==> src/rtl/adc_dmx_pkg.sv <==
package adc_dmx_pkg;

   typedef struct packed {
      logic demux;
      logic des;
      logic ddr;
      logic fall;
   } dmx_mode_t;

   typedef enum logic [1:0] {
      RT_SINGLE = 2'd0,
      RT_DES2   = 2'd1,
      RT_SPLIT2 = 2'd2,
      RT_SPLIT4 = 2'd3
   } dmx_route_e;

   function automatic dmx_route_e route_of(input dmx_mode_t m);
      dmx_route_e r;
      case ({m.demux, m.des})
         2'b00:   r = RT_SINGLE;
         2'b01:   r = RT_DES2;
         2'b10:   r = RT_SPLIT2;
         default: r = RT_SPLIT4;
      endcase
      return r;
   endfunction

   function automatic logic two_pairs(input dmx_route_e r);
      logic t;
      case (r)
         RT_SINGLE, RT_DES2:  t = 1'b0;
         RT_SPLIT2, RT_SPLIT4: t = 1'b1;
         default:             t = 1'b0;
      endcase
      return t;
   endfunction

endpackage

==> src/rtl/adc_dmx_cfg.sv <==
module adc_dmx_cfg
   import adc_dmx_pkg::*;
#(
   parameter bit HAS_DEMUX = 1'b1
) (
   input  logic      clk,
   input  logic      rst_n,
   input  logic      idle,
   input  logic      cfg_demux,
   input  logic      cfg_des,
   input  logic      cfg_ddr,
   input  logic      cfg_fall,
   output dmx_mode_t mode_q,
   output logic      split
);

   dmx_mode_t mode_nxt;

   generate
      if (HAS_DEMUX) begin : g_dmx
         assign mode_nxt.demux = cfg_demux;
      end else begin : g_nodmx
         assign mode_nxt.demux = 1'b0;
      end
   endgenerate

   assign mode_nxt.des  = cfg_des;
   assign mode_nxt.ddr  = cfg_ddr;
   assign mode_nxt.fall = cfg_fall;

   always_ff @(posedge clk or negedge rst_n) begin
      if (!rst_n)    mode_q <= '0;
      else if (idle) mode_q <= mode_nxt;
   end

   assign split = two_pairs(route_of(mode_q));

endmodule

==> src/rtl/adc_dmx_pace.sv <==
module adc_dmx_pace #(
   parameter int PAIR_CYC = 2
) (
   input  logic clk,
   input  logic rst_n,
   input  logic idle,
   input  logic split,
   output logic pair_tick,
   output logic take,
   output logic word_evt
);

   localparam int CW = (PAIR_CYC > 1) ? $clog2(PAIR_CYC) : 1;
   localparam logic [CW-1:0] CYC_LAST = CW'(PAIR_CYC - 1);

   logic          live;
   logic [CW-1:0] cyc;
   logic          slot;

   always_ff @(posedge clk or negedge rst_n) begin
      if (!rst_n) begin
         live <= 1'b0;
         cyc  <= '0;
         slot <= 1'b0;
      end else if (idle) begin
         live <= 1'b0;
         cyc  <= '0;
         slot <= 1'b0;
      end else begin
         live <= 1'b1;
         if (live) cyc <= (cyc == CYC_LAST) ? '0 : cyc + 1'b1;
         if (take) slot <= split ? ~slot : 1'b0;
      end
   end

   assign pair_tick = live && (cyc == '0);
   assign take      = pair_tick && !idle;
   assign word_evt  = take && (!split || slot);

endmodule

==> src/rtl/adc_dmx_lane.sv <==
module adc_dmx_lane #(
   parameter int SW        = 8,
   parameter bit HAS_DEMUX = 1'b1
) (
   input  logic          clk,
   input  logic          rst_n,
   input  logic          take,
   input  logic          last,
   input  logic          split,
   input  logic [SW-1:0] smp,
   input  logic          smp_or,
   output logic [SW-1:0] bus_new,
   output logic [SW-1:0] bus_old,
   output logic          flg_new,
   output logic          flg_old
);

   always_ff @(posedge clk or negedge rst_n) begin
      if (!rst_n) begin
         bus_new <= '0;
         flg_new <= 1'b0;
      end else if (take && last) begin
         bus_new <= smp;
         flg_new <= smp_or;
      end
   end

   generate
      if (HAS_DEMUX) begin : g_hold
         logic [SW-1:0] hold;
         logic          hold_or;

         always_ff @(posedge clk or negedge rst_n) begin
            if (!rst_n) begin
               hold    <= '0;
               hold_or <= 1'b0;
               bus_old <= '0;
               flg_old <= 1'b0;
            end else if (take) begin
               if (last) begin
                  bus_old <= split ? hold : '0;
                  flg_old <= split && hold_or;
               end else begin
                  hold    <= smp;
                  hold_or <= smp_or;
               end
            end
         end
      end else begin : g_nohold
         assign bus_old = '0;
         assign flg_old = 1'b0;
      end
   endgenerate

endmodule

==> src/rtl/adc_dmx_dclk.sv <==
module adc_dmx_dclk #(
   parameter int PAIR_CYC = 2
) (
   input  logic clk,
   input  logic rst_n,
   input  logic idle,
   input  logic word_evt,
   input  logic ddr,
   input  logic fall,
   input  logic split,
   output logic dclk
);

   localparam int DW = $clog2(2 * PAIR_CYC) + 1;
   localparam logic [DW-1:0] HALF1_UNSPLIT = DW'(PAIR_CYC / 2 - 1);
   localparam logic [DW-1:0] HALF1_SPLIT   = DW'(PAIR_CYC - 1);

   logic [DW-1:0] dcnt;
   logic          primed;
   logic [DW-1:0] half_m1;

   assign half_m1 = split ? HALF1_SPLIT : HALF1_UNSPLIT;

   always_ff @(posedge clk or negedge rst_n) begin
      if (!rst_n) begin
         dclk   <= 1'b0;
         dcnt   <= '0;
         primed <= 1'b0;
      end else if (idle) begin
         dclk   <= ddr ? 1'b0 : fall;
         dcnt   <= '0;
         primed <= 1'b0;
      end else if (word_evt) begin
         dclk   <= ddr ? ~dclk : ~fall;
         dcnt   <= '0;
         primed <= 1'b1;
      end else begin
         if (dcnt != '1) dcnt <= dcnt + 1'b1;
         if (!ddr && primed && (dcnt == half_m1)) dclk <= fall;
      end
   end

endmodule

==> src/rtl/adc_dmx_fmt.sv <==
module adc_dmx_fmt
   import adc_dmx_pkg::*;
#(
   parameter int SW        = 8,
   parameter int PAIR_CYC  = 2,
   parameter bit HAS_DEMUX = 1'b1
) (
   input  logic          clk,
   input  logic          rst_n,
   input  logic          idle,
   input  logic          cfg_demux,
   input  logic          cfg_des,
   input  logic          cfg_ddr,
   input  logic          cfg_fall,
   output logic          pair_tick,
   input  logic [SW-1:0] smp_i,
   input  logic [SW-1:0] smp_q,
   input  logic          smp_or_i,
   input  logic          smp_or_q,
   output logic [SW-1:0] out_i,
   output logic [SW-1:0] out_id,
   output logic [SW-1:0] out_q,
   output logic [SW-1:0] out_qd,
   output logic          or_i,
   output logic          or_id,
   output logic          or_q,
   output logic          or_qd,
   output logic          word_stb,
   output logic          dclk
);

   localparam int NCH = 2;

   generate
      if (SW < 1) begin : g_bad_sw
         $error("adc_dmx_fmt: SW must be at least 1");
      end
      if (PAIR_CYC < 2 || (PAIR_CYC % 2) != 0) begin : g_bad_pace
         $error("adc_dmx_fmt: PAIR_CYC must be even and at least 2");
      end
   endgenerate

   dmx_mode_t     mode_q;
   logic          split;
   logic          take;
   logic          word_evt;

   logic [SW-1:0] smp_a     [NCH];
   logic          smp_or_a  [NCH];
   logic [SW-1:0] bus_new_a [NCH];
   logic [SW-1:0] bus_old_a [NCH];
   logic          flg_new_a [NCH];
   logic          flg_old_a [NCH];

   adc_dmx_cfg #(.HAS_DEMUX(HAS_DEMUX)) i_cfg (
      .clk       (clk),
      .rst_n     (rst_n),
      .idle      (idle),
      .cfg_demux (cfg_demux),
      .cfg_des   (cfg_des),
      .cfg_ddr   (cfg_ddr),
      .cfg_fall  (cfg_fall),
      .mode_q    (mode_q),
      .split     (split)
   );

   adc_dmx_pace #(.PAIR_CYC(PAIR_CYC)) i_pace (
      .clk       (clk),
      .rst_n     (rst_n),
      .idle      (idle),
      .split     (split),
      .pair_tick (pair_tick),
      .take      (take),
      .word_evt  (word_evt)
   );

   assign smp_a[0]    = smp_i;
   assign smp_a[1]    = smp_q;
   assign smp_or_a[0] = smp_or_i;
   assign smp_or_a[1] = smp_or_q;

   generate
      for (genvar ch = 0; ch < NCH; ch++) begin : g_lane
         adc_dmx_lane #(.SW(SW), .HAS_DEMUX(HAS_DEMUX)) i_lane (
            .clk     (clk),
            .rst_n   (rst_n),
            .take    (take),
            .last    (word_evt),
            .split   (split),
            .smp     (smp_a[ch]),
            .smp_or  (smp_or_a[ch]),
            .bus_new (bus_new_a[ch]),
            .bus_old (bus_old_a[ch]),
            .flg_new (flg_new_a[ch]),
            .flg_old (flg_old_a[ch])
         );
      end
   endgenerate

   assign out_i  = bus_new_a[0];
   assign out_id = bus_old_a[0];
   assign out_q  = bus_new_a[1];
   assign out_qd = bus_old_a[1];
   assign or_i   = flg_new_a[0];
   assign or_id  = flg_old_a[0];
   assign or_q   = flg_new_a[1];
   assign or_qd  = flg_old_a[1];

   always_ff @(posedge clk or negedge rst_n) begin
      if (!rst_n) word_stb <= 1'b0;
      else        word_stb <= word_evt;
   end

   adc_dmx_dclk #(.PAIR_CYC(PAIR_CYC)) i_dclk (
      .clk      (clk),
      .rst_n    (rst_n),
      .idle     (idle),
      .word_evt (word_evt),
      .ddr      (mode_q.ddr),
      .fall     (mode_q.fall),
      .split    (split),
      .dclk     (dclk)
   );

endmodule

==> config.mk <==
export PLATFORM = sky130hd
export DESIGN_NAME = adc_dmx_fmt
export DESIGN_NICKNAME = d
export VERILOG_FILES = /design/src/rtl/adc_dmx_pkg.sv /design/src/rtl/adc_dmx_cfg.sv /design/src/rtl/adc_dmx_pace.sv /design/src/rtl/adc_dmx_lane.sv /design/src/rtl/adc_dmx_dclk.sv /design/src/rtl/adc_dmx_fmt.sv
export SDC_FILE = /design/constraint.sdc
export NUM_CORES = 1
export LEC_CHECK = 0
export BUFFER_PORTS_ARGS = -buffer_cell sky130_fd_sc_hd__buf_4
export CAP_MARGIN = 10
export CORE_ASPECT_RATIO = 0.8
export CORE_MARGIN = 3
export CORE_UTILIZATION = 56
export CTS_BUF_LIST = sky130_fd_sc_hd__clkbuf_8
export CTS_CLUSTER_SIZE = 16
export DETAILED_ROUTE_END_ITERATION = 8
export GPL_TIMING_DRIVEN = 1
export PLACE_DENSITY = 0.82
export SLEW_MARGIN = 20
export SYNTH_ARGS = -nofsm -noshare
export SYNTH_HDL_FRONTEND = slang
export SYNTH_HIERARCHICAL = 1
export SYNTH_SLANG_ARGS = --single-unit
export TNS_END_PERCENT = 5
==> constraint.sdc <==
create_clock -name clk -period 3.6 [get_ports clk]
set_clock_uncertainty 0.1 [all_clocks]
set_input_delay 0.72 -clock clk [delete_from_list [all_inputs] [get_ports clk]]
set_output_delay 0.72 -clock clk [all_outputs]
set_load 0.02 [all_outputs]
==> impl_metrics.toml, run 1 <==
[yosys]
synthesis.nets = 234
avgSynthCellArea_um2 = 13.90
yosys_warnings = 6
syn-instance-count = 207
area_of_the_mapped_netlist_mm2 = 0.002878

[global_routing]
largest_net_degree_at_the_start_of_global_routing = 67
grt_pass1_wl_mm = 9.177
vias_in_the_first_global_route = 1873
groute.usage.overall_pct = 19.80
overflow = 0
antenna_found_initial = 0

[power_and_ir_drop]
p_leak_nw = 1.721
totalPowerFinal_mw = 2.234
switchingPower_mw = 0.7199
max-vdd-ir-drop_mv = 0.3135
switching_share_pct = 32.23
power.share.combinational_pct = 30.0
powerDensity_mw_per_mm2 = 633.8
p_int_mw = 1.514
seq_power_share_pct = 46.3
pwr-share-clk_pct = 23.7

[clocking]
post_cts_buffers = 0
cts_tree = "done"
cts_root_buffer = "clkbuf_8"
worst_skew_pair.late_latency_ps = 340
cts_repair_resize_count = 0
clk_slew_on_worst_s_h_paths_ps = 70
postCtsHoldBufs = 0
cts-htree-levels = 3
cts_sinks = 66
cts-buffers-inserted = 9
clockBufferDepth = 2

[worst_setup_path]
data_required_time_at_the_worst_endpoint_ps = 3730
origin_of_the_critical_flop_to_flop_path = "i_cfg/mode_q[3]$_DFFE_PN0P_"
slowest_delay_ps = 810
reg2reg_setup_slack_ps = 1060
end_kind = "flip-flop"
crit_arrival_ps = 2660
criticalPathCategory = "flip-flop to flip-flop"
ff2ff_path_depth = 5
reg2reg_to = "g_lane[0].i_lane/g_hold.hold[2]$_DFFE_PN0P_"
crit_fanout = 21
crit_path_top_delay_cell = "dfrtp_1"
cp_cell_instances = "nor2b_1, nor3_2, buf_4, nor2b_2, mux2_4"
start_kind = "flip-flop"

[layout]
nets = 299
number_of_standard_cells_in_the_final_layout_excluding_fillers = 337
nFillCells = 330
area_delta_synth_final_pct = 22.48
insertedDiodeCount = 0
final-seq-area_mm2 = 0.001652
drive_above_1_share_pct = 48.01
area_occupied_by_multi_input_gates_mm2 = 0.001064

[job]
max-cap-violations = 0

[floorplan]
dieHeight_um = 70.12
rows = 22
die_area_mm2 = 0.006040
design.core.area_mm2 = 0.004762
num_io_pins = 64
die_width_um = 86.15
initial_standard_cell_utilization_of_the_core_pct = 60.43

[detailed_routing]
drt_iter0_drc = 163
drt_pre_antenna_iters = 4
detailroute.via_count = 1792
drt-wirelength-per-cell_um = 15.99
ant_nets = 0
routed_wl_mm = 5.389
vias_per_cell = 5.318
detailed_route_drc_error_count = 0

[placed_design]
placement.io_buffers = 62
dpl.cell_count = 321
place.gp.congestion = 0.7209
dp_hpwl_mm = 3.644

[timing]
fmax_ghz = 0.3943
whs_ps = 358.4
final-max-slew-violation-count = 0
finalSetupViolations = 0
totalNegativeSetupSlack_ps = 0
hold_violations = 0
rsz0062_at_grt = "false"
post-route-min-period_ps = 2536
timing.slew.headroom_pct = 46.15
final_worst_path_cycle_share_pct = 70.44
worst-slew-pin-transition_ps = 807.7

[run_status]
run_status = "finished, final reports clean"

[hold_path]
hp-class = "primary input to asynchronous set/reset pin"
critical path, delay by kind of cell (launching register included):
kind                   cells  cell delay [ps]
AND/OR/NAND/NOR            3              930
buffers and inverters      1              220
multiplexers               1              360
flip-flops                 1              810
worst max-delay path by stage:
stage | slack, ps | endpoint | start
floorplan | 1000 | g_lane[0].i_lane/bus_new[0]$_DFFE_PN0P_ | idle
global placement | 1060 | g_lane[0].i_lane/g_hold.hold[2]$_DFFE_PN0P_ | idle
detailed placement | 1010 | g_lane[1].i_lane/g_hold.hold[2]$_DFFE_PN0P_ | idle
CTS | 1070 | g_lane[1].i_lane/g_hold.hold[0]$_DFFE_PN0P_ | i_cfg/mode_q[3]$_DFFE_PN0P_
global route | 900 | g_lane[0].i_lane/g_hold.hold[7]$_DFFE_PN0P_ | i_cfg/mode_q[3]$_DFFE_PN0P_
finish | 1060 | g_lane[0].i_lane/g_hold.hold[2]$_DFFE_PN0P_ | i_cfg/mode_q[3]$_DFFE_PN0P_
layout by cell type, fill, tap and decap left out, types with 2 or more instances in the layout:
master and n:
inv_1 19, mux2_4 32, mux2i_1 2, mux2_2 7
nand2_8 2, ha_1 2, clkinv_2 4, nor2_1 3
dfrtp_1 66, xor2_1 2, nor2b_2 2, buf_4 65
nand4_1 18, o21ai_0 18, clkinvlp_4 3, clkbuf_8 9
nor3_1 4, and2_4 2
layer usage:
| metal | global-route usage (%) | up-vias | part of all wire, % |
|---|---|---|---|
| li1 | - | 850 | - |
| met1 | 26.42 | 884 | 45 |
| met2 | 30.37 | 49 | 48 |
| met3 | 6.840 | 9 | 5.5 |
| met4 | 6.327 | 0 | 1.4 |
| met5 | 0 | - | 0 |
sequential cells by signal, summed over array words and instances (netlist names):
| register | cells |
|---|---|
| g_lane.i_lane/g_hold.hold | 16 |
| i_dclk/dclk | 1 |
| i_cfg/mode_q | 3 |
| word_stb | 1 |
| g_lane.i_lane/bus_old | 16 |
| g_lane.i_lane/bus_new | 16 |
| i_pace/cyc | 1 |
| i_dclk/primed | 1 |
| i_dclk/dcnt | 3 |
| g_lane.i_lane/g_hold.hold_or | 2 |
| i_pace/live | 1 |
| i_pace/slot | 1 |
| g_lane.i_lane/flg_old | 2 |
| g_lane.i_lane/flg_new | 2 |
area by class of cell:
type | instances | share of cell area [%]
clock buffers | 9 | 3.514
clock inverters | 7 | 1.313
inverters | 20 | 2.165
multi-input cells | 110 | 30.17
flip-flops and latches | 66 | 46.86
well taps | 60 | 2.130
repair buffers | 65 | 13.84
power by group through the flow:
stage | clock [mW] | sequential, mW | combinational [mW]
floorplan | 0 | 1.18 | 0.248
detailed placement | 0 | 1.05 | 0.676
finish | 0.529 | 1.03 | 0.670
global route | 0.574 | 1.06 | 0.720
CTS | 0.547 | 1.04 | 0.679
global placement | 0 | 1.04 | 0.665
per-stage QoR:
step / util, % / cell area [um2] / setup WS, ps
after floorplan: - / 2878 / 1005
after global placement: 70.44 / 3354 / 1060
after detailed placement: 70.44 / 3354 / 1012
after CTS: 74.01 / 3525 / 1072
after global routing: 74.01 / 3525 / 903.6
final: 74.01 / 3525 / 1064
Power figures use the tool's default switching activity.
==> inputs of run 2 (changes only) <==
- CORE_UTILIZATION: 56 -> 50
- PLACE_DENSITY: 0.82 -> 0.77
- clock period: 3.6 -> 2.1 ns (I/O delays scaled with it)
==> impl_metrics.toml, run 2 (synthesis results as in run 1) <==
[worst_setup_path]
end_kind = "flip-flop"
start_kind = "flip-flop"
criticalPathCategory = "flip-flop to flip-flop"
crit_fanout = 9
reg2reg_setup_slack_ps = 220
crit_arrival_ps = 1990
data_required_time_at_the_worst_endpoint_ps = 2220

[power_and_ir_drop]
p_int_mw = 2.723
totalPowerFinal_mw = 3.944
switchingPower_mw = 1.222
power.share.combinational_pct = 30.1
max-vdd-ir-drop_mv = 0.6071
p_leak_nw = 1.782
seq_power_share_pct = 44.7
powerDensity_mw_per_mm2 = 1085
switching_share_pct = 30.98
pwr-share-clk_pct = 25.3

[clocking]
cts_root_buffer = "clkbuf_8"
cts-buffers-inserted = 9
clk_slew_on_worst_s_h_paths_ps = 70
cts_tree = "done"
cts_repair_resize_count = 0
cts-htree-levels = 3
clockBufferDepth = 2
cts_sinks = 66
worst_skew_pair.late_latency_ps = 330
postCtsHoldBufs = 1
post_cts_buffers = 0

[floorplan]
num_io_pins = 64
initial_standard_cell_utilization_of_the_core_pct = 52.37
rows = 24
die_width_um = 90.82
design.core.area_mm2 = 0.005495
dieHeight_um = 73.86
die_area_mm2 = 0.006708

[detailed_routing]
routed_wl_mm = 5.695
drt_pre_antenna_iters = 4
drt-wirelength-per-cell_um = 15.73
detailroute.via_count = 1838
detailed_route_drc_error_count = 0
vias_per_cell = 5.077
ant_nets = 0
drt_iter0_drc = 116

[placed_design]
dpl.cell_count = 345
post_dp_cell_area_mm2 = 0.003441
place.gp.congestion = 0.7576
dp_hpwl_mm = 3.956
placement.io_buffers = 62
placement.setup.worst_slack_ps = 232.6

[timing]
hold_violations = 0
worst-slew-pin-transition_ps = 656.6
finalSetupViolations = 0
final_worst_path_cycle_share_pct = 89.33
rsz0062_at_grt = "false"
whs_ps = 190.9
setup_slack_ps = 224.1
fmax_ghz = 0.5331
totalNegativeSetupSlack_ps = 0
final-max-slew-violation-count = 0
timing.slew.headroom_pct = 56.03
post-route-min-period_ps = 1876

[layout]
drive_above_1_share_pct = 48.59
area_delta_synth_final_pct = 26.35
insertedDiodeCount = 0
final-seq-area_mm2 = 0.001652
mostFrequentLayoutCell = "buf_4"
nets = 306
area_occupied_by_multi_input_gates_mm2 = 0.001070
final_design_area_no_fill_mm2 = 0.003636
reg.largest.list = "g_lane.i_lane/bus_new: 16 flops, g_lane.i_lane/bus_old: 16 flops, g_lane.i_lane/g_hold.hold: 16 flops"
nFillCells = 437
number_of_standard_cells_in_the_final_layout_excluding_fillers = 362
final_core_utilization_pct = 66.17
mostFrequentLayoutCells = "70 x buf_4, 66 x dfrtp_1, 32 x mux2_4, 20 x inv_1"

[global_routing]
grtUsageMet2_pct = 30.40
grt.met1_usage_pct = 24.12
groute.usage.overall_pct = 18.76
grt_pass1_wl_mm = 9.604
grt_most_used_layer = "met2"
antenna_found_initial = 0
met3_track_usage_gr_pct = 6.039
vias_in_the_first_global_route = 1959
overflow = 0
largest_net_degree_at_the_start_of_global_routing = 41

[run_status]
run_status = "finished, final reports clean"

[job]
max-cap-violations = 0

[hold_path]
hp-class = "primary input to flip-flop"
[run 2: path summary, 6_finish.rpt]
path | from | to | depth (start not counted)
worst max-delay path | i_pace/slot$_DFFE_PN0P_ | g_lane[0].i_lane/g_hold.hold[3]$_DFFE_PN0P_ | 4
worst min-delay path | idle | i_pace/cyc$_DFFE_PN0P_ | 2
worst max register to register | i_pace/slot$_DFFE_PN0P_ | g_lane[0].i_lane/g_hold.hold[3]$_DFFE_PN0P_ | 4
worst min register to register | g_lane[0].i_lane/g_hold.hold[4]$_DFFE_PN0P_ | g_lane[0].i_lane/g_hold.hold[4]$_DFFE_PN0P_ | 1
max in group asynchronous | rst_n | g_lane[0].i_lane/g_hold.hold[1]$_DFFE_PN0P_ | 3
min in group asynchronous | rst_n | g_lane[1].i_lane/bus_new[5]$_DFFE_PN0P_ | 2
[run 2: final cells by class]
type                            instances  area share [%]
Clock inverter                          7           1.686
Tap cell                               78           2.684
Multi-Input combinational cell        110           29.42
Timing Repair Buffer                   72           15.28
Sequential cell                        66           45.42
Clock buffer                            9           3.407
Inverter                               20           2.099
[run 2: critical path: stages (launching register included)]
cell	delay (ps)
dfrtp_1	380
nor2b_1	270
nor3_4	100
nor2b_2	550
mux2_4	360
[run 2: power by group through the flow]
stage               combinational (mW)  sequential, mW  clock [mW]
finish                            1.19            1.76       0.998
detailed placement                1.19            1.78           0
global placement                  1.17            1.77           0
CTS                               1.20            1.77        1.03
floorplan                        0.426            2.02           0
global route                      1.27            1.81        1.10
[run 2: layer usage]
layer	up-vias	wire, um
met4	0	61
met5	-	0
met3	6	270
met2	44	2806
li1	875	-
met1	913	2556
==> inputs of run 3 (changes only) <==
- CTS_BUF_LIST: sky130_fd_sc_hd__clkbuf_8 -> sky130_fd_sc_hd__clkbuf_2
==> impl_metrics.toml, run 3 (synthesis results as in run 1) <==
[floorplan]
design.core.area_mm2 = 0.005495
num_io_pins = 64
die_area_mm2 = 0.006708
die_width_um = 90.82
rows = 24
dieHeight_um = 73.86
initial_standard_cell_utilization_of_the_core_pct = 52.37

[detailed_routing]
drt_iter0_drc = 104
detailed_route_drc_error_count = 0
drt_pre_antenna_iters = 4
detailroute.via_count = 1876
drt-wirelength-per-cell_um = 15.94
routed_wl_mm = 5.897
ant_nets = 0
vias_per_cell = 5.070

[global_routing]
vias_in_the_first_global_route = 1971
grt_pass1_wl_mm = 9.735
met3_track_usage_gr_pct = 5.732
antenna_found_initial = 0
grt.met1_usage_pct = 24.52
grtUsageMet2_pct = 30.98
overflow = 0
groute.usage.overall_pct = 19.08
largest_net_degree_at_the_start_of_global_routing = 41
grt_most_used_layer = "met2"

[clocking]
cts-htree-levels = 3
cts-buffers-inserted = 9
clockBufferDepth = 2
cts_root_buffer = "clkbuf_2"
cts_tree = "done"
worst_skew_pair.late_latency_ps = 500
cts_sinks = 66
clk_slew_on_worst_s_h_paths_ps = 180

[power_and_ir_drop]
max-vdd-ir-drop_mv = 0.5771
powerDensity_mw_per_mm2 = 1012
switching_share_pct = 33.12
pwr-share-clk_pct = 19.7
power.share.combinational_pct = 32.5
p_leak_nw = 1.786
switchingPower_mw = 1.220
totalPowerFinal_mw = 3.683
p_int_mw = 2.464
seq_power_share_pct = 47.7

[layout]
nets = 314
insertedDiodeCount = 0
area_delta_synth_final_pct = 26.43
mostFrequentLayoutCells = "70 x buf_4, 66 x dfrtp_1, 32 x mux2_4, 19 x inv_1"
mostFrequentLayoutCell = "buf_4"
reg.largest.list = "g_lane.i_lane/bus_new: 16 flops, g_lane.i_lane/bus_old: 16 flops, g_lane.i_lane/g_hold.hold: 16 flops"
drive_above_1_share_pct = 47.60

[worst_setup_path]
crit_arrival_ps = 2190
crit_path_top_delay_cell = "nor2b_2"
data_required_time_at_the_worst_endpoint_ps = 2410
end_kind = "flip-flop"
crit_fanout = 9
start_kind = "flip-flop"
cp_cell_instances = "nor2b_1, nor3_4, nor2b_2, mux2_4"
slowest_delay_ps = 550
criticalPathCategory = "flip-flop to flip-flop"

[timing]
final-max-slew-violation-count = 0
finalSetupViolations = 0
post-route-min-period_ps = 1884
timing.slew.headroom_pct = 56.14
hold_violations = 0
fmax_ghz = 0.5307
totalNegativeSetupSlack_ps = 0
worst-slew-pin-transition_ps = 655.0
final_worst_path_cycle_share_pct = 89.72
rsz0062_at_grt = "false"

[placed_design]
placement.io_buffers = 62
dp_hpwl_mm = 3.956
place.gp.congestion = 0.7576

[run_status]
run_status = "finished, final reports clean"

[hold_path]
hp-class = "primary input to flip-flop"

[job]
max-cap-violations = 0
==> run 3: cell count changes in the layout (fill, tap and decap cells not counted), sizes merged <==
cell,before,now
inv,20,19
clkbuf,9,10
dlygate4sd3,1,9
==> run 3: final timing paths <==
check	start	to	slack (ps)	cells after the start
max reg2reg	i_pace/slot$_DFFE_PN0P_	g_lane[0].i_lane/g_hold.hold[3]$_DFFE_PN0P_	220	4
max in group asynchronous	rst_n	g_lane[0].i_lane/g_hold.hold[4]$_DFFE_PN0P_	1140	3
max	i_pace/slot$_DFFE_PN0P_	g_lane[0].i_lane/g_hold.hold[3]$_DFFE_PN0P_	220	4
min in group asynchronous	rst_n	g_lane[1].i_lane/bus_new[5]$_DFFE_PN0P_	240	2
min reg2reg	g_lane[0].i_lane/g_hold.hold[4]$_DFFE_PN0P_	g_lane[0].i_lane/g_hold.hold[4]$_DFFE_PN0P_	430	1
min	smp_i[0]	g_lane[0].i_lane/bus_new[0]$_DFFE_PN0P_	40	2
==> run 3: final cells by class <==
cell class | count | area, um2
fill | 443 | 1857
clock inverter | 6 | 57.56
multi-input combinational | 110 | 1070
tap | 78 | 97.59
sequential | 66 | 1652
inverter | 20 | 76.32
clock buffer | 10 | 50.05
timing repair buffer | 80 | 635.6
==> run 3: through the flow <==
step	cells	hold WS (ps)	cell area (um2)	util [%]	worst slack [ps]
after CTS	369	2.239	3628	66.03	200.8
after floorplan	207	24.41	2883	-	42.43
after detailed placement	345	258.8	3441	62.61	232.6
after global routing	370	0.2521	3638	66.21	96.38
after global placement	345	253.1	3441	62.61	238.5
final	370	37.48	3638	66.21	215.8
==> run 3: what timing repair did <==
| action | CTS | global route |
|---|---|---|
| hold buffers | 8 | 1 |
| endpoints found under the hold margin | 36 | 1 |
| resized for setup | 0 | 0 |
| setup buffers | 0 | 0 |
| setup endpoints to repair | 0 | 0 |
==> run 3: metal layers <==
metal,up-vias,routed length (um)
met2,42,2945
met3,9,223
met4,0,78
met5,-,0
met1,936,2649
li1,889,-
==> run 3: power groups by stage <==
| stage | Sequential (mW) | Clock, mW | Combinational, mW |
|---|---|---|---|
| 2_1_floorplan | 2.02 | 0 | 0.426 |
| 3_3_place_gp | 1.77 | 0 | 1.17 |
| 3_5_place_dp | 1.78 | 0 | 1.19 |
| 4_1_cts | 1.76 | 0.748 | 1.21 |
| 5_1_grt | 1.80 | 0.809 | 1.28 |
| 6_report | 1.76 | 0.727 | 1.20 |
==> run 3: worst max-delay path, delay by kind of cell, from the launching register on <==
family	cells	cell delay, ps
flip-flops	1	410
AND/OR/NAND/NOR	3	920
multiplexers	1	360
